`src/rtl/itmr_pkg.sv`:
```
package itmr_pkg;
  localparam int N_CTR  = 3;
  localparam int DATA_W = 8;
  localparam int CNT_W  = 2 * DATA_W;
  localparam int DIG_N  = CNT_W / 4;
  localparam int ADDR_W = $clog2(N_CTR + 1);
  localparam int MODE_W = 3;

  typedef enum logic [1:0] {
    ACC_LATCH = 2'b00,
    ACC_LO    = 2'b01,
    ACC_HI    = 2'b10,
    ACC_LOHI  = 2'b11
  } acc_e;

  typedef struct packed {
    logic [MODE_W-1:0] mode;
    acc_e              acc;
    logic              bcd;
  } cfg_t;

  // codes 110/111 alias modes 2/3
  function automatic logic [MODE_W-1:0] norm_mode(input logic [MODE_W-1:0] code);
    return (code[2:1] == 2'b11) ? {1'b0, code[1:0]} : code;
  endfunction

  function automatic logic [CNT_W-1:0] dec_one(input logic [CNT_W-1:0] v, input logic bcd);
    logic [CNT_W-1:0] r;
    logic borrow;
    r = v - 1'b1;
    if (bcd) begin
      r = v;
      borrow = 1'b1;
      for (int d = 0; d < DIG_N; d++) begin
        if (borrow) begin
          if (v[d*4 +: 4] == 4'd0) r[d*4 +: 4] = 4'd9;
          else begin
            r[d*4 +: 4] = v[d*4 +: 4] - 4'd1;
            borrow = 1'b0;
          end
        end
      end
    end
    return r;
  endfunction

  // floor(N/2); a zero load stands for the full range
  function automatic logic [CNT_W-1:0] half_of(input logic [CNT_W-1:0] v, input logic bcd);
    logic [CNT_W-1:0] r;
    logic rem;
    logic [4:0] val;
    if (v == '0) begin
      r = bcd ? {4'd5, {(CNT_W-4){1'b0}}} : {1'b1, {(CNT_W-1){1'b0}}};
    end else if (!bcd) begin
      r = v >> 1;
    end else begin
      r = '0;
      rem = 1'b0;
      for (int d = DIG_N - 1; d >= 0; d--) begin
        val = {1'b0, v[d*4 +: 4]} + (rem ? 5'd10 : 5'd0);
        r[d*4 +: 4] = val[4:1];
        rem = val[0];
      end
    end
    return r;
  endfunction
endpackage

```
`src/rtl/itmr_ctrl_dec.sv`:
```
module itmr_ctrl_dec
  import itmr_pkg::*;
(
  input  logic              wr_i,
  input  logic [ADDR_W-1:0] addr_i,
  input  logic [DATA_W-1:0] wdata_i,
  output logic [N_CTR-1:0]  ctl_we_o,
  output logic [N_CTR-1:0]  latch_o,
  output logic [N_CTR-1:0]  data_we_o,
  output cfg_t              cfg_o
);
  localparam logic [ADDR_W-1:0] CTRL_ADDR = ADDR_W'(N_CTR);

  logic       ctrl_hit;
  logic [1:0] sel;
  acc_e       acc;

  assign ctrl_hit = wr_i && (addr_i == CTRL_ADDR);
  assign sel      = wdata_i[7:6];
  assign acc      = acc_e'(wdata_i[5:4]);

  assign cfg_o.mode = norm_mode(wdata_i[3:1]);
  assign cfg_o.acc  = acc;
  assign cfg_o.bcd  = wdata_i[0];

  for (genvar i = 0; i < N_CTR; i++) begin : g_dec
    logic hit;
    assign hit          = ctrl_hit && (sel == 2'(i));
    assign ctl_we_o[i]  = hit && (acc != ACC_LATCH);
    assign latch_o[i]   = hit && (acc == ACC_LATCH);
    assign data_we_o[i] = wr_i && (addr_i == ADDR_W'(i));
  end
endmodule

```
`src/rtl/itmr_counter.sv`:
```
module itmr_counter
  import itmr_pkg::*;
(
  input  logic              clk_i,
  input  logic              rst_ni,
  input  logic              ctl_we_i,
  input  cfg_t              ctl_cfg_i,
  input  logic              latch_i,
  input  logic              wr_i,
  input  logic [DATA_W-1:0] wdata_i,
  input  logic              rd_i,
  input  logic              tclk_i,
  input  logic              gate_i,
  output logic [DATA_W-1:0] rdata_o,
  output logic              out_o,
  output logic [MODE_W-1:0] mode_o,
  output logic [CNT_W-1:0]  cnt_o,
  output logic [CNT_W-1:0]  snap_o,
  output logic              run_o,
  output logic              tick_o,
  output logic              held_o
);
  cfg_t             cfg_q;
  logic [CNT_W-1:0] cnt_q, reload_q, pend_q, pend_d, snap_q, src;
  logic             run_q, load_req_q, tclk_q, wr_hi_q, rd_hi_q, held_q;
  logic             tick, wr_done, periodic, hi_sel;

  assign tick     = tclk_i && !tclk_q;
  assign periodic = (cfg_q.mode == 3'd2) || (cfg_q.mode == 3'd3);

  always_comb begin
    wr_done = 1'b0;
    pend_d  = pend_q;
    if (wr_i) begin
      case (cfg_q.acc)
        ACC_LO: begin
          pend_d  = {{DATA_W{1'b0}}, wdata_i};
          wr_done = 1'b1;
        end
        ACC_HI: begin
          pend_d  = {wdata_i, {DATA_W{1'b0}}};
          wr_done = 1'b1;
        end
        ACC_LOHI: begin
          if (!wr_hi_q) pend_d[DATA_W-1:0] = wdata_i;
          else begin
            pend_d[CNT_W-1:DATA_W] = wdata_i;
            wr_done = 1'b1;
          end
        end
        default: ;
      endcase
    end
  end

  always_ff @(posedge clk_i or negedge rst_ni) begin
    if (!rst_ni) begin
      cfg_q      <= '{mode: 3'd0, acc: ACC_LOHI, bcd: 1'b0};
      cnt_q      <= '0;
      reload_q   <= '0;
      pend_q     <= '0;
      snap_q     <= '0;
      run_q      <= 1'b0;
      load_req_q <= 1'b0;
      tclk_q     <= 1'b0;
      wr_hi_q    <= 1'b0;
      rd_hi_q    <= 1'b0;
      held_q     <= 1'b0;
    end else begin
      tclk_q <= tclk_i;
      if (ctl_we_i) begin
        cfg_q      <= ctl_cfg_i;
        run_q      <= 1'b0;
        load_req_q <= 1'b0;
        wr_hi_q    <= 1'b0;
        rd_hi_q    <= 1'b0;
        held_q     <= 1'b0;
      end else begin
        if (wr_i) begin
          pend_q <= pend_d;
          if (cfg_q.acc == ACC_LOHI) wr_hi_q <= !wr_hi_q;
          if (wr_done && !run_q) load_req_q <= 1'b1;
        end
        if (tick && load_req_q && periodic) begin
          cnt_q      <= pend_q;
          reload_q   <= pend_q;
          run_q      <= 1'b1;
          load_req_q <= 1'b0;
        end else if (tick && run_q && gate_i) begin
          if (cnt_q == CNT_W'(1)) begin
            cnt_q    <= pend_q;
            reload_q <= pend_q;
          end else begin
            cnt_q <= dec_one(cnt_q, cfg_q.bcd);
          end
        end
        if (rd_i) begin
          if (cfg_q.acc == ACC_LOHI) rd_hi_q <= !rd_hi_q;
          if (held_q && (cfg_q.acc != ACC_LOHI || rd_hi_q)) held_q <= 1'b0;
        end
        // snapshot takes the pre-step count
        if (latch_i && !held_q) begin
          snap_q  <= cnt_q;
          held_q  <= 1'b1;
          rd_hi_q <= 1'b0;
        end
      end
    end
  end

  assign src     = held_q ? snap_q : cnt_q;
  assign hi_sel  = (cfg_q.acc == ACC_HI) || ((cfg_q.acc == ACC_LOHI) && rd_hi_q);
  assign rdata_o = hi_sel ? src[CNT_W-1:DATA_W] : src[DATA_W-1:0];

  always_comb begin
    if (!run_q)                   out_o = 1'b1;
    else if (cfg_q.mode == 3'd2)  out_o = (cnt_q != CNT_W'(1));
    else                          out_o = (cnt_q == '0) || (cnt_q > half_of(reload_q, cfg_q.bcd));
  end

  assign mode_o = cfg_q.mode;
  assign cnt_o  = cnt_q;
  assign snap_o = snap_q;
  assign run_o  = run_q;
  assign tick_o = tick;
  assign held_o = held_q;
endmodule

```
`src/rtl/interval_timer.sv`:
```
module interval_timer
  import itmr_pkg::*;
(
  input  logic              clk_i,
  input  logic              rst_ni,
  input  logic              wr_en_i,
  input  logic              rd_en_i,
  input  logic [ADDR_W-1:0] addr_i,
  input  logic [DATA_W-1:0] wdata_i,
  output logic [DATA_W-1:0] rdata_o,
  input  logic [N_CTR-1:0]  tclk_i,
  input  logic [N_CTR-1:0]  tgate_i,
  output logic [N_CTR-1:0]  tout_o
);
  logic [N_CTR-1:0]             ctl_we, latch, data_we;
  cfg_t                         cfg;
  logic [N_CTR-1:0][DATA_W-1:0] rd_byte;
  logic [N_CTR-1:0][MODE_W-1:0] mode_w;
  logic [N_CTR-1:0][CNT_W-1:0]  cnt_w, snap_w;
  logic [N_CTR-1:0]             run_w, tick_w, held_w;

  itmr_ctrl_dec u_dec (
    .wr_i     (wr_en_i),
    .addr_i   (addr_i),
    .wdata_i  (wdata_i),
    .ctl_we_o (ctl_we),
    .latch_o  (latch),
    .data_we_o(data_we),
    .cfg_o    (cfg)
  );

  for (genvar i = 0; i < N_CTR; i++) begin : g_ctr
    itmr_counter u_ctr (
      .clk_i    (clk_i),
      .rst_ni   (rst_ni),
      .ctl_we_i (ctl_we[i]),
      .ctl_cfg_i(cfg),
      .latch_i  (latch[i]),
      .wr_i     (data_we[i]),
      .wdata_i  (wdata_i),
      .rd_i     (rd_en_i && (addr_i == ADDR_W'(i))),
      .tclk_i   (tclk_i[i]),
      .gate_i   (tgate_i[i]),
      .rdata_o  (rd_byte[i]),
      .out_o    (tout_o[i]),
      .mode_o   (mode_w[i]),
      .cnt_o    (cnt_w[i]),
      .snap_o   (snap_w[i]),
      .run_o    (run_w[i]),
      .tick_o   (tick_w[i]),
      .held_o   (held_w[i])
    );
  end

  always_comb begin
    rdata_o = '0;
    for (int i = 0; i < N_CTR; i++) begin
      if (addr_i == ADDR_W'(i)) rdata_o = rd_byte[i];
    end
  end
endmodule

```
`config.mk`:
```
export PLATFORM = sky130hd
export DESIGN_NAME = interval_timer
export DESIGN_NICKNAME = d
export VERILOG_FILES = /design/src/rtl/itmr_pkg.sv /design/src/rtl/itmr_ctrl_dec.sv /design/src/rtl/itmr_counter.sv /design/src/rtl/interval_timer.sv
export SDC_FILE = /design/constraint.sdc
export NUM_CORES = 1
export LEC_CHECK = 0
export ABC_AREA = 1
export BUFFER_PORTS_ARGS = -buffer_cell sky130_fd_sc_hd__buf_2
export CORE_ASPECT_RATIO = 1.75
export CORE_MARGIN = 3
export CORE_UTILIZATION = 60
export CTS_CLUSTER_SIZE = 30
export DETAILED_ROUTE_END_ITERATION = 10
export PLACE_DENSITY = 0.84
export SLEW_MARGIN = 20
export SYNTH_ARGS = -nofsm -noshare
export SYNTH_HDL_FRONTEND = slang
export SYNTH_SLANG_ARGS = --single-unit
```
`constraint.sdc`:
```
create_clock -name clk_i -period 9.3 [get_ports clk_i]
set_clock_uncertainty 0.15 [all_clocks]
set_input_delay 1.86 -clock clk_i [delete_from_list [all_inputs] [get_ports clk_i]]
set_output_delay 1.86 -clock clk_i [all_outputs]
set_load 0.03 [all_outputs]
```
==> summary by stage <==
Timing
Setup violations remaining at the end of the flow were counted as 0. Setup repair after global routing left no endpoint under its margin. Summed over all failing endpoints, the final setup total negative slack is 0 ns.

For the pin with the worst max-slew slack, the measured transition is just over 1 ns. Counting I/O delays and the setup requirement, the final critical path takes a little under 6 ns. The total count of max-transition violations in the final report is 0. The ratio of final minimum period to clock period is between 60% and 70%.

The final number of hold-violating endpoints came to 0. The highest clock frequency the design can meet is between 0.15 and 0.2 GHz. The headroom to the max-slew limit is between 30 and 40%.

Clocking
The number of gates given a new drive strength after cts is 0. The cell sitting at the root of the clock tree is a clkbuf_16. The insertion delay of the later-clocked pin in the worst-skew pair is about 0.53 ns. In this run the deepest clock path goes through 3 buffers. The number of CTS-inserted buffers is 23.

The total setup buffers inserted after CTS is 0. The clock tree from TritonCTS is done. The number of clock sinks seen by CTS is between 200 and 250.

In this run the number of H-tree levels came out at 1. The number of buffers inserted for hold repair after clock tree synthesis is 0. Clock-pin slew was measured on the worst setup and hold paths at approximately 0.07 ns.

Global routing
The maximum number of pins on one net before global-route repair is roughly 120. The number of global-route vias before repair is between 10000 and 15000. Across every metal layer, demand over resource in global routing totals between 30 and 40%. The first global-routing pass estimated 70700 µm of wire. The overflow left after global routing is 0. The number of antenna violations at the first check in global routing is 0.

Synthesis
The portion of the post-synthesis area used by sequential elements is 38.6%. The mean cell area of the mapped netlist is 7.38 µm². The number of nets handed over by synthesis was around 2100. In the synthesized netlist the dominant register cell turns out to be dfrtp_1. The top cell type's share of synthesized area is between 30% and 40%. Sorting the synthesized cells by area gives the leading types as dfrtp_1 38%, nand2_1 15%, ha_1 7.9%.

Summing every instance area after synthesis gives 0.0148 mm². The number of warnings reported in the yosys synthesis log is 0. Counting flops with a built-in enable in the synthesized netlist gives 0. In the synthesized netlist the async set-or-reset flop fraction comes to 100%. In this run, synthesis produced a sequential element count of 228. Yosys mapped the design onto 46 distinct sky130hd cell types. The count of mapped cells out of synthesis is 2004. Of all cell types, the one taking the most synthesized area is dfrtp_1.

Critical path
The startpoint type of the worst setup path is a flop. Among cell families on the critical path, the largest total delay comes from buffers and inverters. Together, buffers and inverters on the worst path number 3. The data required time of the critical path is ~7.3 ns. The startpoint-to-endpoint class of the critical path is flop to output port. STA puts the critical path data arrival time at 3.79 ns. Of all nets on the critical path, the largest fanout is 32.

The slowest stage of the critical path belongs to the cell dfrtp_1. STA classifies the critical path endpoint as an output port. The signal on the critical path passes through inv_1, a311o_1, o211ai_1, ha_1, nand2_1, inv_1, nand2_1, nand2_1, nand2_1, nand2_1, nand2_1, nand2_1, nand2_1, nand2_1, nand2_1, nand2_1, buf_2. Counting stages on the worst path, the most repeated cell is nand2_1. The largest single stage delay on the critical path is approximately 0.82 ns.

Worst hold path
The worst min-delay path class is flop to flop.

Place
Once detailed placement completed, the half-perimeter wirelength came to ~34000 µm. During placement, the flow inserted port buffers numbering 30. The cell area after placement is roughly 0.015 mm². The weighted congestion reported at the end of routability-driven placement is ~1.

Die
The placeable core region is approximately 0.024 mm². The vertical die dimension is 214 µm. Once the floorplan was initialized, standard cells occupied between 60% and 70% of the core. After floorplanning, the core was divided into 75 placement rows. The die covers ~0.027 mm². The I/O pin count is 31.

Measured along the x axis, the die boundary spans between 100 and 150 µm.

Drt
The routed length per placed instance is between 15 and 20 µm. After detailed routing, the number of remaining DRC violations is 0. The total routed wirelength is ~45000 µm.

For this run, the detailed router's first-pass iteration total came to 8. The count of nets left with antenna violations once routing finished came out at 0. The total via count in the routed design is 14000. The via count normalized by instance count is just over 6. The number of DRC markers in iteration 0 is approximately 1200.

Job
Across the run, the number of max-cap violations was 0.

Final layout
0 antenna diodes ended up in the layout. The filler cell count in the final layout is between 2000 and 2500. The footprint of the flip-flops and latches is around 0.0057 mm².

The final standard cell area without fillers is ~0.016 mm². In the final layout, the multi-input gates occupy 0.00793 mm². In the final layout, the share of cells above drive strength 1 is approximately 8.9%. The area growth from synthesis to layout is 6.63%. After the last flow step, the layout net total stands at between 2000 and 2500.

Power
In this run the power density over the cells is approximately 300 mW/mm². The worst-case IR drop observed on VDD is 0.199 mV. Summed over all cells, the static leakage comes to ~7.8 nW.

Status
The run finished with clean final reports.
## flip-flops by register name, indices dropped and copies added (netlist names), 9 cells and up
name and flops:
g_ctr.u_ctr.mode_o 9, g_ctr.u_ctr.reload_q 48, g_ctr.u_ctr.cnt_o 48, g_ctr.u_ctr.snap_o 48
g_ctr.u_ctr.cfg_q 9, g_ctr.u_ctr.pend_q 48
## synth_stat cells (2+ instances only)
| cell | number |
|---|---|
| a21o_1 | 3 |
| a21oi_1 | 65 |
| a311o_1 | 9 |
| a31oi_1 | 6 |
| and2_0 | 2 |
| buf_2 | 13 |
| buf_4 | 10 |
| buf_6 | 5 |
| clkbuf_1 | 43 |
| dfrtp_1 | 222 |
| dfstp_2 | 6 |
| ha_1 | 93 |
| inv_1 | 194 |
| inv_2 | 14 |
| inv_4 | 3 |
| nand2_1 | 574 |
| nand2_2 | 17 |
| nand2_4 | 3 |
| nand3_1 | 138 |
| nand3_2 | 3 |
| nand3_4 | 2 |
| nand3b_1 | 6 |
| nand4_1 | 16 |
| nor2_1 | 137 |
| nor2_2 | 16 |
| nor2_4 | 4 |
| nor3_1 | 8 |
| nor3_4 | 3 |
| nor4_1 | 9 |
| o211ai_1 | 69 |
| o21ai_0 | 222 |
| o21ai_1 | 32 |
| o21ai_2 | 21 |
| o21bai_1 | 3 |
| or2_2 | 8 |
| xor2_1 | 15 |
## per-layer routing
| layer | track usage, % | share of wire [%] | vias up |
|---|---|---|---|
| met1 | 35.3 | 35 | 6642 |
| met2 | 61.4 | 51 | 577 |
| met4 | 24.2 | 8.8 | 0 |
| met3 | 3.79 | 5.1 | 226 |
| li1 | - | - | 6600 |
| met5 | 0 | 0 | - |
## worst min-delay path: cells and delay by family, from the launching register on
kind	cells	cell delay, ns
AND/OR/NAND/NOR	1	0.05
flip-flops	1	0.34
AO/OA/AOI/OAI	1	0.06
## cell families (layout without fill, tap and decap cells)
family | after synthesis | after routing | share of synthesized area (%)
xor gates and xnor gates | 15 | 15 | 0.889
DFF | 228 | 228 | 38.6
and+or+nand+nor | 950 | 950 | 27.7
adders and majority gates | 93 | 93 | 7.87
buffers and inverters | 284 | 286 | 7.89
AOI/OAI and AO/OA | 434 | 434 | 17.0
## final cells by class
class | count | area share (%)
clock buffer | 28 | 3.96
clock inverter | 13 | 0.841
inverter | 212 | 5.09
multi-input combinational | 1492 | 50.3
sequential | 228 | 36.2
tap | 308 | 2.44
timing repair buffer | 33 | 1.16
## final timing paths
kind,start,cells after the start,endpoint,slack [ns]
min in group asynchronous,rst_ni,1,g_ctr[2].u_ctr.snap_o[6]$_DFFE_PN0P_,1.21
setup / recovery,g_ctr[2].u_ctr.cfg_q[0]$_DFFE_PN0P_,17,tout_o[2],3.50
max in group asynchronous,rst_ni,2,g_ctr[0].u_ctr.reload_q[14]$_DFFE_PN0P_,6.16
hold reg to reg,g_ctr[0].u_ctr.snap_o[15]$_DFFE_PN0P_,2,g_ctr[0].u_ctr.snap_o[15]$_DFFE_PN0P_,0.33
setup reg to reg,g_ctr[1].u_ctr.cnt_o[4]$_DFFE_PN0P_,10,g_ctr[1].u_ctr.reload_q[6]$_DFFE_PN0P_,6.24
hold / removal,g_ctr[0].u_ctr.snap_o[15]$_DFFE_PN0P_,2,g_ctr[0].u_ctr.snap_o[15]$_DFFE_PN0P_,0.33
## layout by cell type, fill, tap and decap left out, types with 14 or more instances in the layout
master | synthesis | layout
nand2_1 | 574 | 574
o21ai_0 | 222 | 222
dfrtp_1 | 222 | 222
inv_1 | 194 | 194
nor2_1 | 137 | 137
nand3_1 | 138 | 136
ha_1 | 93 | 93
o211ai_1 | 69 | 69
a21oi_1 | 65 | 65
o21ai_1 | 32 | 32
buf_2 | 13 | 29
clkbuf_16 | 0 | 23
o21ai_2 | 21 | 21
nand2_2 | 17 | 17
nand4_1 | 16 | 16
nor2_2 | 16 | 16
xor2_1 | 15 | 15
inv_2 | 14 | 14
## stage by stage
step	total power, W	worst slack [ns]	cells	utilization, %	hold WS, ns
final	0.00462	3.50	2314	65.4	0.334
after global routing	0.00497	3.25	2314	65.4	0.353
after CTS	0.00458	3.62	2314	65.3	0.340
after detailed placement	0.00363	4.12	2273	62.2	0.323
after global placement	0.00357	4.21	2273	62.2	0.315
after floorplan	0.00300	4.68	2004	-	0.303
## power by group
| group | leakage, nW | internal [W] | switching (W) |
|---|---|---|---|
| Clock | 0.364 | 0.000537 | 0.000415 |
| Combinational | 4.57 | 0.000669 | 0.00136 |
| Sequential | 2.89 | 0.00128 | 0.000360 |
| Total | 7.82 | 0.00248 | 0.00213 |
Note: power is estimated with default switching activity, not from simulation.
